===== src/rtl/spi_burst_pkg.sv =====
package spi_burst_pkg;

  localparam logic [5:0] A_FLUSH_RX   = 6'h08;
  localparam logic [5:0] A_FLUSH_TX   = 6'h09;
  localparam logic [5:0] A_STROBE_TOP = 6'h0F;
  localparam logic [5:0] A_REG_FIRST  = 6'h10;
  localparam logic [5:0] A_REG_LAST   = 6'h3D;
  localparam logic [5:0] A_TX_FIFO    = 6'h3E;
  localparam int         HDR_RD_BIT   = 6;

  typedef enum logic [2:0] {
    PS_HDR,
    PS_REG_HI,
    PS_REG_LO,
    PS_TX_WR,
    PS_TX_RD,
    PS_RX_WR,
    PS_RX_RD
  } parse_t;

  function automatic logic [7:0] pack_status(input logic tx_unf, input logic tx_ovf,
                                             input logic rx_unf, input logic tx_emp,
                                             input logic rx_emp);
    return {3'b000, rx_emp, tx_emp, rx_unf, tx_ovf, tx_unf};
  endfunction

  function automatic parse_t hdr_next(input logic [7:0] hdr);
    logic [5:0] a;
    a = hdr[5:0];
    if (a <= A_STROBE_TOP)    return PS_HDR;
    else if (a <= A_REG_LAST) return PS_REG_HI;
    else if (a == A_TX_FIFO)  return hdr[HDR_RD_BIT] ? PS_TX_RD : PS_TX_WR;
    else                      return hdr[HDR_RD_BIT] ? PS_RX_RD : PS_RX_WR;
  endfunction

  function automatic logic is_burst(input parse_t s);
    return (s == PS_TX_WR) || (s == PS_TX_RD) || (s == PS_RX_WR) || (s == PS_RX_RD);
  endfunction

endpackage


===== src/rtl/spi_pin_sync.sv =====
module spi_pin_sync #(
  parameter int              W       = 3,
  parameter int              STAGES  = 2,
  parameter logic [W-1:0]    RST_VAL = '0
) (
  input  logic         clk,
  input  logic         rst_n,
  input  logic [W-1:0] d,
  output logic [W-1:0] q
);
  logic [W-1:0] stg [STAGES];

  always_ff @(posedge clk or negedge rst_n) begin
    if (!rst_n) begin
      for (int i = 0; i < STAGES; i++) stg[i] <= RST_VAL;
    end else begin
      stg[0] <= d;
      for (int i = 1; i < STAGES; i++) stg[i] <= stg[i-1];
    end
  end

  assign q = stg[STAGES-1];
endmodule


===== src/rtl/byte_fifo.sv =====
module byte_fifo #(
  parameter int DW    = 8,
  parameter int DEPTH = 128,
  localparam int AW   = $clog2(DEPTH)
) (
  input  logic          clk,
  input  logic          rst_n,
  input  logic          flush,
  input  logic          push,
  input  logic [DW-1:0] push_data,
  input  logic          pop,
  output logic [DW-1:0] head,
  output logic [AW:0]   level,
  output logic          full,
  output logic          empty
);
  localparam logic [AW:0] FULL_CNT = (AW+1)'(DEPTH);

  logic [DW-1:0] mem [DEPTH];
  logic [AW-1:0] wp, rp;
  logic          do_push, do_pop;

  assign full    = (level == FULL_CNT);
  assign empty   = (level == '0);
  assign do_push = push && !full;
  assign do_pop  = pop && !empty;
  assign head    = mem[rp];

  always_ff @(posedge clk) begin
    if (do_push && !flush) mem[wp] <= push_data;
  end

  always_ff @(posedge clk or negedge rst_n) begin
    if (!rst_n) begin
      wp    <= '0;
      rp    <= '0;
      level <= '0;
    end else if (flush) begin
      wp    <= '0;
      rp    <= '0;
      level <= '0;
    end else begin
      if (do_push) wp <= wp + 1'b1;
      if (do_pop)  rp <= rp + 1'b1;
      level <= level + (AW+1)'(do_push) - (AW+1)'(do_pop);
    end
  end
endmodule


===== src/rtl/spi_reg_bank.sv =====
module spi_reg_bank #(
  parameter int         NREG = 46,
  parameter int         RW   = 16,
  parameter logic [5:0] BASE = 6'h10
) (
  input  logic          clk,
  input  logic          rst_n,
  input  logic          we,
  input  logic [5:0]    waddr,
  input  logic [RW-1:0] wdata,
  input  logic [5:0]    raddr,
  output logic [RW-1:0] rdata
);
  logic [RW-1:0] regs [NREG];
  logic [5:0]    widx, ridx;

  assign widx  = waddr - BASE;
  assign ridx  = raddr - BASE;
  assign rdata = (int'(ridx) < NREG) ? regs[ridx] : '0;

  always_ff @(posedge clk or negedge rst_n) begin
    if (!rst_n) begin
      for (int i = 0; i < NREG; i++) regs[i] <= '0;
    end else if (we && int'(widx) < NREG) begin
      regs[widx] <= wdata;
    end
  end
endmodule


===== src/rtl/spi_burst_slave.sv =====
module spi_burst_slave
  import spi_burst_pkg::*;
#(
  parameter int  FIFO_DEPTH  = 128,
  parameter int  REG_COUNT   = 46,
  parameter int  SYNC_STAGES = 2,
  localparam int LW          = $clog2(FIFO_DEPTH) + 1
) (
  input  logic          clk,
  input  logic          rst_n,
  input  logic          sclk,
  input  logic          csn,
  input  logic          si,
  output logic          so,
  output logic          so_oe,
  input  logic          tx_pop,
  output logic [7:0]    tx_pop_data,
  output logic [LW-1:0] tx_level,
  input  logic          rx_push,
  input  logic [7:0]    rx_push_data,
  output logic [LW-1:0] rx_level
);
  // pin synchronization and edge events
  logic [2:0] pins_s;
  logic       sclk_s, csn_s, si_s, sclk_d, csn_d;

  spi_pin_sync #(.W(3), .STAGES(SYNC_STAGES), .RST_VAL(3'b010)) u_sync (
    .clk (clk), .rst_n (rst_n), .d ({sclk, csn, si}), .q (pins_s)
  );
  assign {sclk_s, csn_s, si_s} = pins_s;

  always_ff @(posedge clk or negedge rst_n) begin
    if (!rst_n) begin
      sclk_d <= 1'b0;
      csn_d  <= 1'b1;
    end else begin
      sclk_d <= sclk_s;
      csn_d  <= csn_s;
    end
  end

  logic sclk_rise, sclk_fall, csn_fall;
  assign sclk_rise = sclk_s && !sclk_d && !csn_s;
  assign sclk_fall = !sclk_s && sclk_d && !csn_s;
  assign csn_fall  = !csn_s && csn_d;

  // input byte assembly
  logic [2:0] bitcnt;
  logic [6:0] rx_sh;
  logic       byte_done;
  logic [7:0] in_byte;

  assign byte_done = sclk_rise && (bitcnt == 3'd7);
  assign in_byte   = {rx_sh, si_s};

  always_ff @(posedge clk or negedge rst_n) begin
    if (!rst_n) begin
      bitcnt <= '0;
      rx_sh  <= '0;
    end else if (csn_s) begin
      bitcnt <= '0;
      rx_sh  <= '0;
    end else if (sclk_rise) begin
      bitcnt <= bitcnt + 3'd1;
      rx_sh  <= in_byte[6:0];
    end
  end

  // parser
  parse_t     st;
  logic       hdr_rd;
  logic [5:0] hdr_addr;
  logic [7:0] hi_q;

  always_ff @(posedge clk or negedge rst_n) begin
    if (!rst_n) begin
      st       <= PS_HDR;
      hdr_rd   <= 1'b0;
      hdr_addr <= '0;
      hi_q     <= '0;
    end else if (csn_s) begin
      st <= PS_HDR;
    end else if (byte_done) begin
      case (st)
        PS_HDR: begin
          st       <= hdr_next(in_byte);
          hdr_rd   <= in_byte[HDR_RD_BIT];
          hdr_addr <= in_byte[5:0];
        end
        PS_REG_HI: begin
          hi_q <= in_byte;
          st   <= PS_REG_LO;
        end
        PS_REG_LO: st <= PS_HDR;
        default:   st <= st;
      endcase
    end
  end

  // named operation events
  logic strobe_ev, flush_tx_ev, flush_rx_ev, reg_wr_ev;
  logic tx_wr_req, rx_wr_req, rx_rd_req;

  assign strobe_ev   = byte_done && (st == PS_HDR) && (in_byte[5:0] <= A_STROBE_TOP);
  assign flush_tx_ev = strobe_ev && (in_byte[5:0] == A_FLUSH_TX);
  assign flush_rx_ev = strobe_ev && (in_byte[5:0] == A_FLUSH_RX);
  assign reg_wr_ev   = byte_done && (st == PS_REG_LO) && !hdr_rd;
  assign tx_wr_req   = byte_done && (st == PS_TX_WR);
  assign rx_wr_req   = byte_done && (st == PS_RX_WR) && !rx_push;
  assign rx_rd_req   = byte_done && (st == PS_RX_RD);

  // registers
  logic [15:0] reg_rdata;

  spi_reg_bank #(.NREG(REG_COUNT), .RW(16), .BASE(A_REG_FIRST)) u_regs (
    .clk (clk), .rst_n (rst_n), .we (reg_wr_ev), .waddr (hdr_addr),
    .wdata ({hi_q, in_byte}), .raddr (hdr_addr), .rdata (reg_rdata)
  );

  // FIFOs
  logic       tx_full, tx_empty, rx_full, rx_empty, load_empty, rx_pop_ev;
  logic [7:0] rx_head;

  assign rx_pop_ev = rx_rd_req && !load_empty;

  byte_fifo #(.DW(8), .DEPTH(FIFO_DEPTH)) u_txf (
    .clk (clk), .rst_n (rst_n), .flush (flush_tx_ev),
    .push (tx_wr_req), .push_data (in_byte), .pop (tx_pop),
    .head (tx_pop_data), .level (tx_level), .full (tx_full), .empty (tx_empty)
  );

  byte_fifo #(.DW(8), .DEPTH(FIFO_DEPTH)) u_rxf (
    .clk (clk), .rst_n (rst_n), .flush (flush_rx_ev),
    .push (rx_push || rx_wr_req), .push_data (rx_push ? rx_push_data : in_byte),
    .pop (rx_pop_ev), .head (rx_head), .level (rx_level),
    .full (rx_full), .empty (rx_empty)
  );

  // status flags
  logic       tx_unf, tx_ovf, rx_unf;
  logic [7:0] status;

  assign status = pack_status(tx_unf, tx_ovf, rx_unf, tx_empty, rx_empty);

  always_ff @(posedge clk or negedge rst_n) begin
    if (!rst_n) begin
      tx_unf <= 1'b0;
      tx_ovf <= 1'b0;
      rx_unf <= 1'b0;
    end else begin
      if (flush_tx_ev) begin
        tx_unf <= 1'b0;
        tx_ovf <= 1'b0;
      end else begin
        if (tx_pop && tx_empty)   tx_unf <= 1'b1;
        if (tx_wr_req && tx_full) tx_ovf <= 1'b1;
      end
      if (flush_rx_ev)                  rx_unf <= 1'b0;
      else if (rx_rd_req && load_empty) rx_unf <= 1'b1;
    end
  end

  // output byte selection and shifting
  logic [7:0] next_out, sh_o;

  always_comb begin
    case (st)
      PS_REG_HI: next_out = hdr_rd ? reg_rdata[15:8] : status;
      PS_REG_LO: next_out = hdr_rd ? reg_rdata[7:0]  : status;
      PS_RX_RD:  next_out = rx_empty ? 8'h00 : rx_head;
      default:   next_out = status;
    endcase
  end

  always_ff @(posedge clk or negedge rst_n) begin
    if (!rst_n) begin
      sh_o       <= '0;
      load_empty <= 1'b0;
    end else if (csn_s) begin
      sh_o       <= '0;
      load_empty <= 1'b0;
    end else if (csn_fall) begin
      sh_o       <= status;
      load_empty <= 1'b0;
    end else if (sclk_fall) begin
      if (bitcnt == 3'd0) begin
        sh_o       <= next_out;
        load_empty <= (st == PS_RX_RD) && rx_empty;
      end else begin
        sh_o <= {sh_o[6:0], 1'b0};
      end
    end
  end

  assign so    = sh_o[7];
  assign so_oe = !csn_s;

endmodule


===== config.mk =====
export PLATFORM = sky130hd
export DESIGN_NAME = spi_burst_slave
export DESIGN_NICKNAME = d
export VERILOG_FILES = /design/src/rtl/spi_burst_pkg.sv /design/src/rtl/spi_pin_sync.sv /design/src/rtl/byte_fifo.sv /design/src/rtl/spi_reg_bank.sv /design/src/rtl/spi_burst_slave.sv
export SDC_FILE = /design/constraint.sdc
export NUM_CORES = 2
export LEC_CHECK = 0
export BUFFER_PORTS_ARGS = -buffer_cell sky130_fd_sc_hd__clkbuf_2
export CAP_MARGIN = 30
export CORE_MARGIN = 1.5
export CORE_UTILIZATION = 30
export CTS_CLUSTER_SIZE = 25
export DETAILED_ROUTE_END_ITERATION = 12
export HOLD_SLACK_MARGIN = 0.05
export PLACE_DENSITY_LB_ADDON = 0.15
export SETUP_SLACK_MARGIN = 0.05
export SLEW_MARGIN = 40
export SYNTH_ARGS = -nofsm -noshare
export SYNTH_HDL_FRONTEND = slang
export SYNTH_SLANG_ARGS = --single-unit

===== constraint.sdc =====
create_clock -name clk -period 8.7 [get_ports clk]
set_clock_uncertainty 0.2 [all_clocks]
set_input_delay 2.61 -clock clk [delete_from_list [all_inputs] [get_ports clk]]
set_output_delay 2.61 -clock clk [all_outputs]
set_load 0.005 [all_outputs]

Word-level counts from Yosys, hierarchy flattened
Memory sizes are Yosys's and may differ from the RTL's.
Index checks and enable logic that the tools add are counted.
{"block": "classes", "bitwise": 2, "n_mux": 52, "reduce_logical": 62, "addsub": 10, "n_eq_ne": 11, "n_lt_le_gt_ge": 5}
{"operator": "736-bit bitwise mux", "n": 1}
{"operator": "16-bit binary-select mux with 6-bit select", "n": 1}
{"operator": "16-bit demux with 6-bit select", "n": 1}
{"operator": "8-bit two-way mux", "n": 10}
{"operator": "7-bit two-way mux", "n": 10}
{"operator": "16-bit two-way mux", "n": 4}
{"operator": "1-bit logical AND", "n": 29}
{"operator": "7-bit by 1-bit adder with 7-bit output, second input constant", "n": 4}
{"operator": "3-bit two-way mux", "n": 8}
{"operator": "8-bit case mux with 3 select lines", "n": 1}
{"operator": "2-bit nonzero test", "n": 9}
{"operator": "8-bit by 1-bit adder with 8-bit output", "n": 2}
{"operator": "8-bit equality test, second input constant", "n": 2}
{"operator": "8-bit zero test", "n": 2}
{"operator": "8-bit by 1-bit subtractor with 8-bit output", "n": 2}
{"operator": "1-bit two-way mux", "n": 14}
{"operator": "6-bit by 4-bit equality test with 1-bit output, second input constant", "n": 2}
{"operator": "1-bit zero test", "n": 12}
{"operator": "3-bit equality test, second input constant", "n": 3}
{"operator": "3-bit case mux with 3 select lines", "n": 1}
{"operator": "7-bit greater-or-equal comparator, second input constant", "n": 1}
{"operator": "7-bit by 1-bit < comparator with 1-bit output, second input constant", "n": 1}
{"operator": "6-bit inverter with 7-bit output", "n": 1}
{"operator": "3-bit by 2-bit equality test with 1-bit output, second input constant", "n": 2}
{"operator": "15 further kinds", "n": 19}
{"block": "word_totals", "memories": 2, "ram_bits": 2048, "input_bits": 15, "regBits": 828, "elab_cells": 211}
{"memory": "u_rxf.mem", "words": 128, "word_bits": 8, "read_ports": 1, "rd_ports_with_merged_regs": 0, "wr": 1, "line_no": "byte_fifo.sv:19", "text": "logic [DW-1:0] mem [DEPTH];"}
{"memory": "u_txf.mem", "words": 128, "word_bits": 8, "read_ports": 1, "rd_ports_with_merged_regs": 0, "wr": 1, "line_no": "byte_fifo.sv:19"}

Depth between registers and ports, before layout
{"block": "depth", "ltp_word": 12, "depth_mapped": 17}

Cells and area by module
A second synthesis with hierarchy kept.
{"block": "unflattened", "hier_cells": 6552, "area_unflattened_um2": 118451.1}
{"mod": "byte_fifo (u_txf)", "cells_each": 2062, "area_per_inst_um2": 41074.4, "n_inst": 1}
{"mod": "byte_fifo (u_rxf)", "cells_each": 2041, "area_per_inst_um2": 41021.8, "n_inst": 1}
{"mod": "spi_reg_bank", "cells_each": 2204, "area_per_inst_um2": 33857.5, "n_inst": 1}
{"mod": "spi_burst_slave", "cells_each": 236, "area_per_inst_um2": 2322.2, "n_inst": 1}
{"mod": "spi_pin_sync", "cells_each": 9, "area_per_inst_um2": 175.2, "n_inst": 1}

Worst setup path before layout
Ideal clock, no wire load.
{"block": "synth_path", "path_kind": "input port to flip-flop", "start": "in rx_push", "end": "mem u_rxf.mem[0][6] (data pin)", "arrival_ns": 7.857, "path_buffers": 1, "setup_slack_ns": -0.558, "setup_ns": 1.201, "path_stages": 2, "required_ns": 7.299, "cell_sequence": "clkbuf_1 -> o21ai_0"}
{"block": "synth_via", "elab_chain_len": 1}
{"element": "start: declaration", "line_no": "spi_burst_slave.sv:19", "text": "input logic rx_push,"}
{"element": "8-bit two-way mux", "line_no": "spi_burst_slave.sv:134", "text": ".push (rx_push || rx_wr_req), .push_data (rx_push ? rx_push_data : in_byte),"}
{"element": "net u_rxf.push_data[6]", "line_no": "byte_fifo.sv:10", "text": "input logic [DW-1:0] push_data,"}
{"element": "end: declaration", "line_no": "byte_fifo.sv:19"}
The timed path passes the listed nets, and every way through them passes these cells.

Worst setup path after layout
{"block": "layout_path", "start": "reg u_txf.rp[1]", "end": "out tx_pop_data[5]"}
{"block": "layout_via", "elab_chain_len": 1}
{"element": "start: declaration", "line_no": "byte_fifo.sv:20", "text": "logic [AW-1:0] wp, rp;"}
{"element": "start signal: assignment", "line_no": "byte_fifo.sv:44", "text": "if (do_pop) rp <= rp + 1'b1;"}
{"element": "memory read 128 x 8 bit"}
{"element": "end: declaration", "line_no": "spi_burst_slave.sv:17", "text": "output logic [7:0] tx_pop_data,"}
Every way passes these cells.

==> impl_metrics.yaml <==
outcome:
  outcome: "completed"
route:
  vias_per_cell: 5.16
  ant_nets: 0
  first_iter_violations: 5535
  vias: 63300
  wire_per_inst_um: 29.7
  dr.pass1.iters: 5
  drc: 0
  wirelength_um: 364000
grt:
  grt_overflow: 0
  grt_max_degree: 167
  grt_pass1_wl_um: 518000
  track_usage_pct: 18.0
  grt_pass1_vias: 65800
  grt_antenna_before_repair: 20
logic_synthesis:
  synth_top_area_share_pct: 52.0
  synth_area_per_cell_um2: 17.9
  synth.area.top_cells: "edfxtp_1 52%, dfrtp_1 17%, mux4_2 11%"
  synth_flop_cell: "edfxtp_1"
  syn_inst: 6595
  synth.ff_latch_count: 2876
  synth_cell_types: 79
  yosysSeqAreaShare_pct: 69.5
  async_flop_share_pct: 28.8
  yosysWarnings: 0
  synth_edf_count: 2048
  syn_nets: 6648
  synthesis.area_um2: 118000
  yosysTopAreaCell: "edfxtp_1"
layout:
  drive_gt1_share_pct: 33.9
  fin_cells: 12300
  finalInstanceArea_um2: 137000
  areaGrowthSynthToFinish_pct: 15.8
  final_net_count: 6807
clock_network:
  cts.sinks: 2876
  cts_inserted_buffers: 328
  postCtsSetupBuffers: 0
  cts.clk_slew.worst_paths_ns: 0.06
  cts_tree: "built"
  clockBufferDepth: 4
  cts_resized: 0
  htree_levels: 5
  cts-root-buf: "clkbuf_16"
  clock_latency_ns: 0.94
  ctsHoldBuffers: 0
die:
  die-area_um2: 398000
  core_area_um2: 393000
  die_w_um: 631
  initial_core_util_pct: 30.1
  dieHeight_um: 631
  rows: 230
  io_pins: 41
sta:
  rsz0062_at_grt: "no"
  finalMaxSlewViolations: 0
  min_period_ns: 7.20
  max-slew-margin-rel_pct: 34.7
  setup_tns_ns: 0
  fmax_mhz: 139
  worstMarginPinSlew_ns: 0.969
  finalCritPeriodShare_pct: 82.7
  hold_viol: 0
  finalSetupViolations: 0
power_and_ir_drop:
  irDropWorstVdd_uv: 217
  power_leakage_nw: 48.3
  powerDensity_nw_per_um2: 235
critical_path:
  crit_fanout: 105
  cp_data_required_time_ns: 5.89
  crit_type: "reg2out"
  worst_setup_path_end_kind: "output port"
  cp_data_arrival_time_ns: 4.39
  cp-start-kind: "flip-flop"
placement:
  gp_congestion: 0.804
  place_area_um2: 126000
  port-buffer-count: 40
  place_hpwl_um: 222000
  dpl.cell_count: 11600
job:
  maxCapViolCount: 0
hold_path:
  hp-class: "reg2reg"
==> synth_stat cells, types with 12 or more instances <==
cell type and count:
nor2_1 357, o211ai_1 50, buf_4 32, dfrtp_1 825, ha_1 36, o21ai_0 100, mux4_2 555, a221oi_1 118
nor2b_1 32, edfxtp_1 2048, a221o_1 23, nand2b_1 16, buf_2 101, o22ai_1 14, inv_1 33, nor3_1 73
a22oi_1 97, clkbuf_1 270, xor2_1 15, o2bb2ai_1 12, nand2_1 169, nand4_1 22, mux2_2 841, mux2i_1 217
nand3_1 58, o221ai_1 25, a31oi_1 13, xnor2_1 18, a21oi_1 152, nor2_2 46, buf_6 21, buf_1 38
a22o_1 20
==> through the flow <==
| step | setup slack (ns) | hold slack, ns | power, mW | util, % |
|---|---|---|---|---|
| after floorplan | 1.65 | 0.131 | 17.4 | - |
| after global placement | 2.01 | 0.169 | 18.8 | 31.9 |
| after detailed placement | 2.09 | 0.160 | 18.9 | 32.1 |
| after CTS | 1.28 | 0.231 | 32.7 | 34.8 |
| after global routing | 1.30 | 0.232 | 33.4 | 34.9 |
| final | 1.50 | 0.213 | 32.2 | 34.9 |
==> placed cells by master, fill, tap and decap left out, types with 118 or more instances in the layout <==
cell       instances
clkbuf_16        329
nand2_1          169
mux4_2           555
mux2i_1          217
a21oi_1          152
edfxtp_1        2048
buf_4            206
mux2_2           834
nor2_1           310
a221oi_1         118
dfrtp_1          796
==> worst paths after layout <==
kind	start	cells past startpoint	slack, ns	to
min in group asynchronous	rst_n	1	1.43	u_regs.regs[558]
min reg2reg	u_sync.stg[3]	0	0.21	u_sync.q[0]
min	u_sync.stg[3]	0	0.21	u_sync.q[0]
max in group asynchronous	rst_n	4	5.15	u_txf.rp[3]
max	u_txf.rp[1]	6	1.50	tx_pop_data[5]
max reg2reg	u_sync.q[2]	8	3.66	u_rxf.mem[63][5]
==> metal layers <==
layer | vias to the layer above | GRT usage (%) | wire length, um
met1 | 34400 | 24.5 | 159000
met5 | - | 0 | 31
li1 | 26600 | - | -
met2 | 1818 | 30.1 | 178000
met4 | 4 | 5.26 | 10900
met3 | 478 | 2.30 | 16400
==> state kept, by name, indices dropped and copies added, names as in the netlist, 7 cells and up <==
name	cells
hi_q	8
u_txf.level	8
u_txf.mem	1024
rx_sh	7
u_rxf.wp	7
u_rxf.rp	7
sh_o	8
u_regs.regs	736
u_rxf.mem	1024
u_rxf.level	8
u_txf.rp	7
u_txf.wp	7
==> cells by family (layout without fill, tap and decap cells) <==
group / after synthesis / in the layout / share of synthesized area, %
buffers and inverters: 502 / 934 / 1.97
xor gates and xnor gates: 33 / 33 / 0.244
DFF: 2876 / 2876 / 69.5
adders and majority gates: 38 / 38 / 0.415
and+or+nand+nor: 830 / 830 / 3.20
other: 0 / 5 / 0
AOI/OAI and AO/OA: 697 / 697 / 4.16
muxes: 1619 / 1619 / 20.5
==> power by group <==
part / leakage (nW) / total (mW) / switching, mW / internal, mW
logic: 12.3 / 3.36 / 1.99 / 1.37
registers: 30.9 / 15.1 / 0.285 / 14.8
clock network: 5.17 / 13.7 / 5.76 / 7.96
==> cell type report <==
cell class | count | area (um2)
inverter | 36 | 135
tap | 5220 | 6530
clock buffer | 436 | 8900
timing repair buffer | 295 | 2700
sequential | 2876 | 82300
antenna | 5 | 12.5
fill | 36900 | 256000
multi-input combinational | 3217 | 34500
clock inverter | 167 | 1720
==> critical path: stages (launching register included) <==
cell and delay, ns:
dfrtp_4 0.83, buf_12 0.44, mux4_2 0.42, mux4_2 0.55, mux4_2 0.60, mux2_2 0.34
clkbuf_2 0.12
Power figures use the tool's default switching activity.
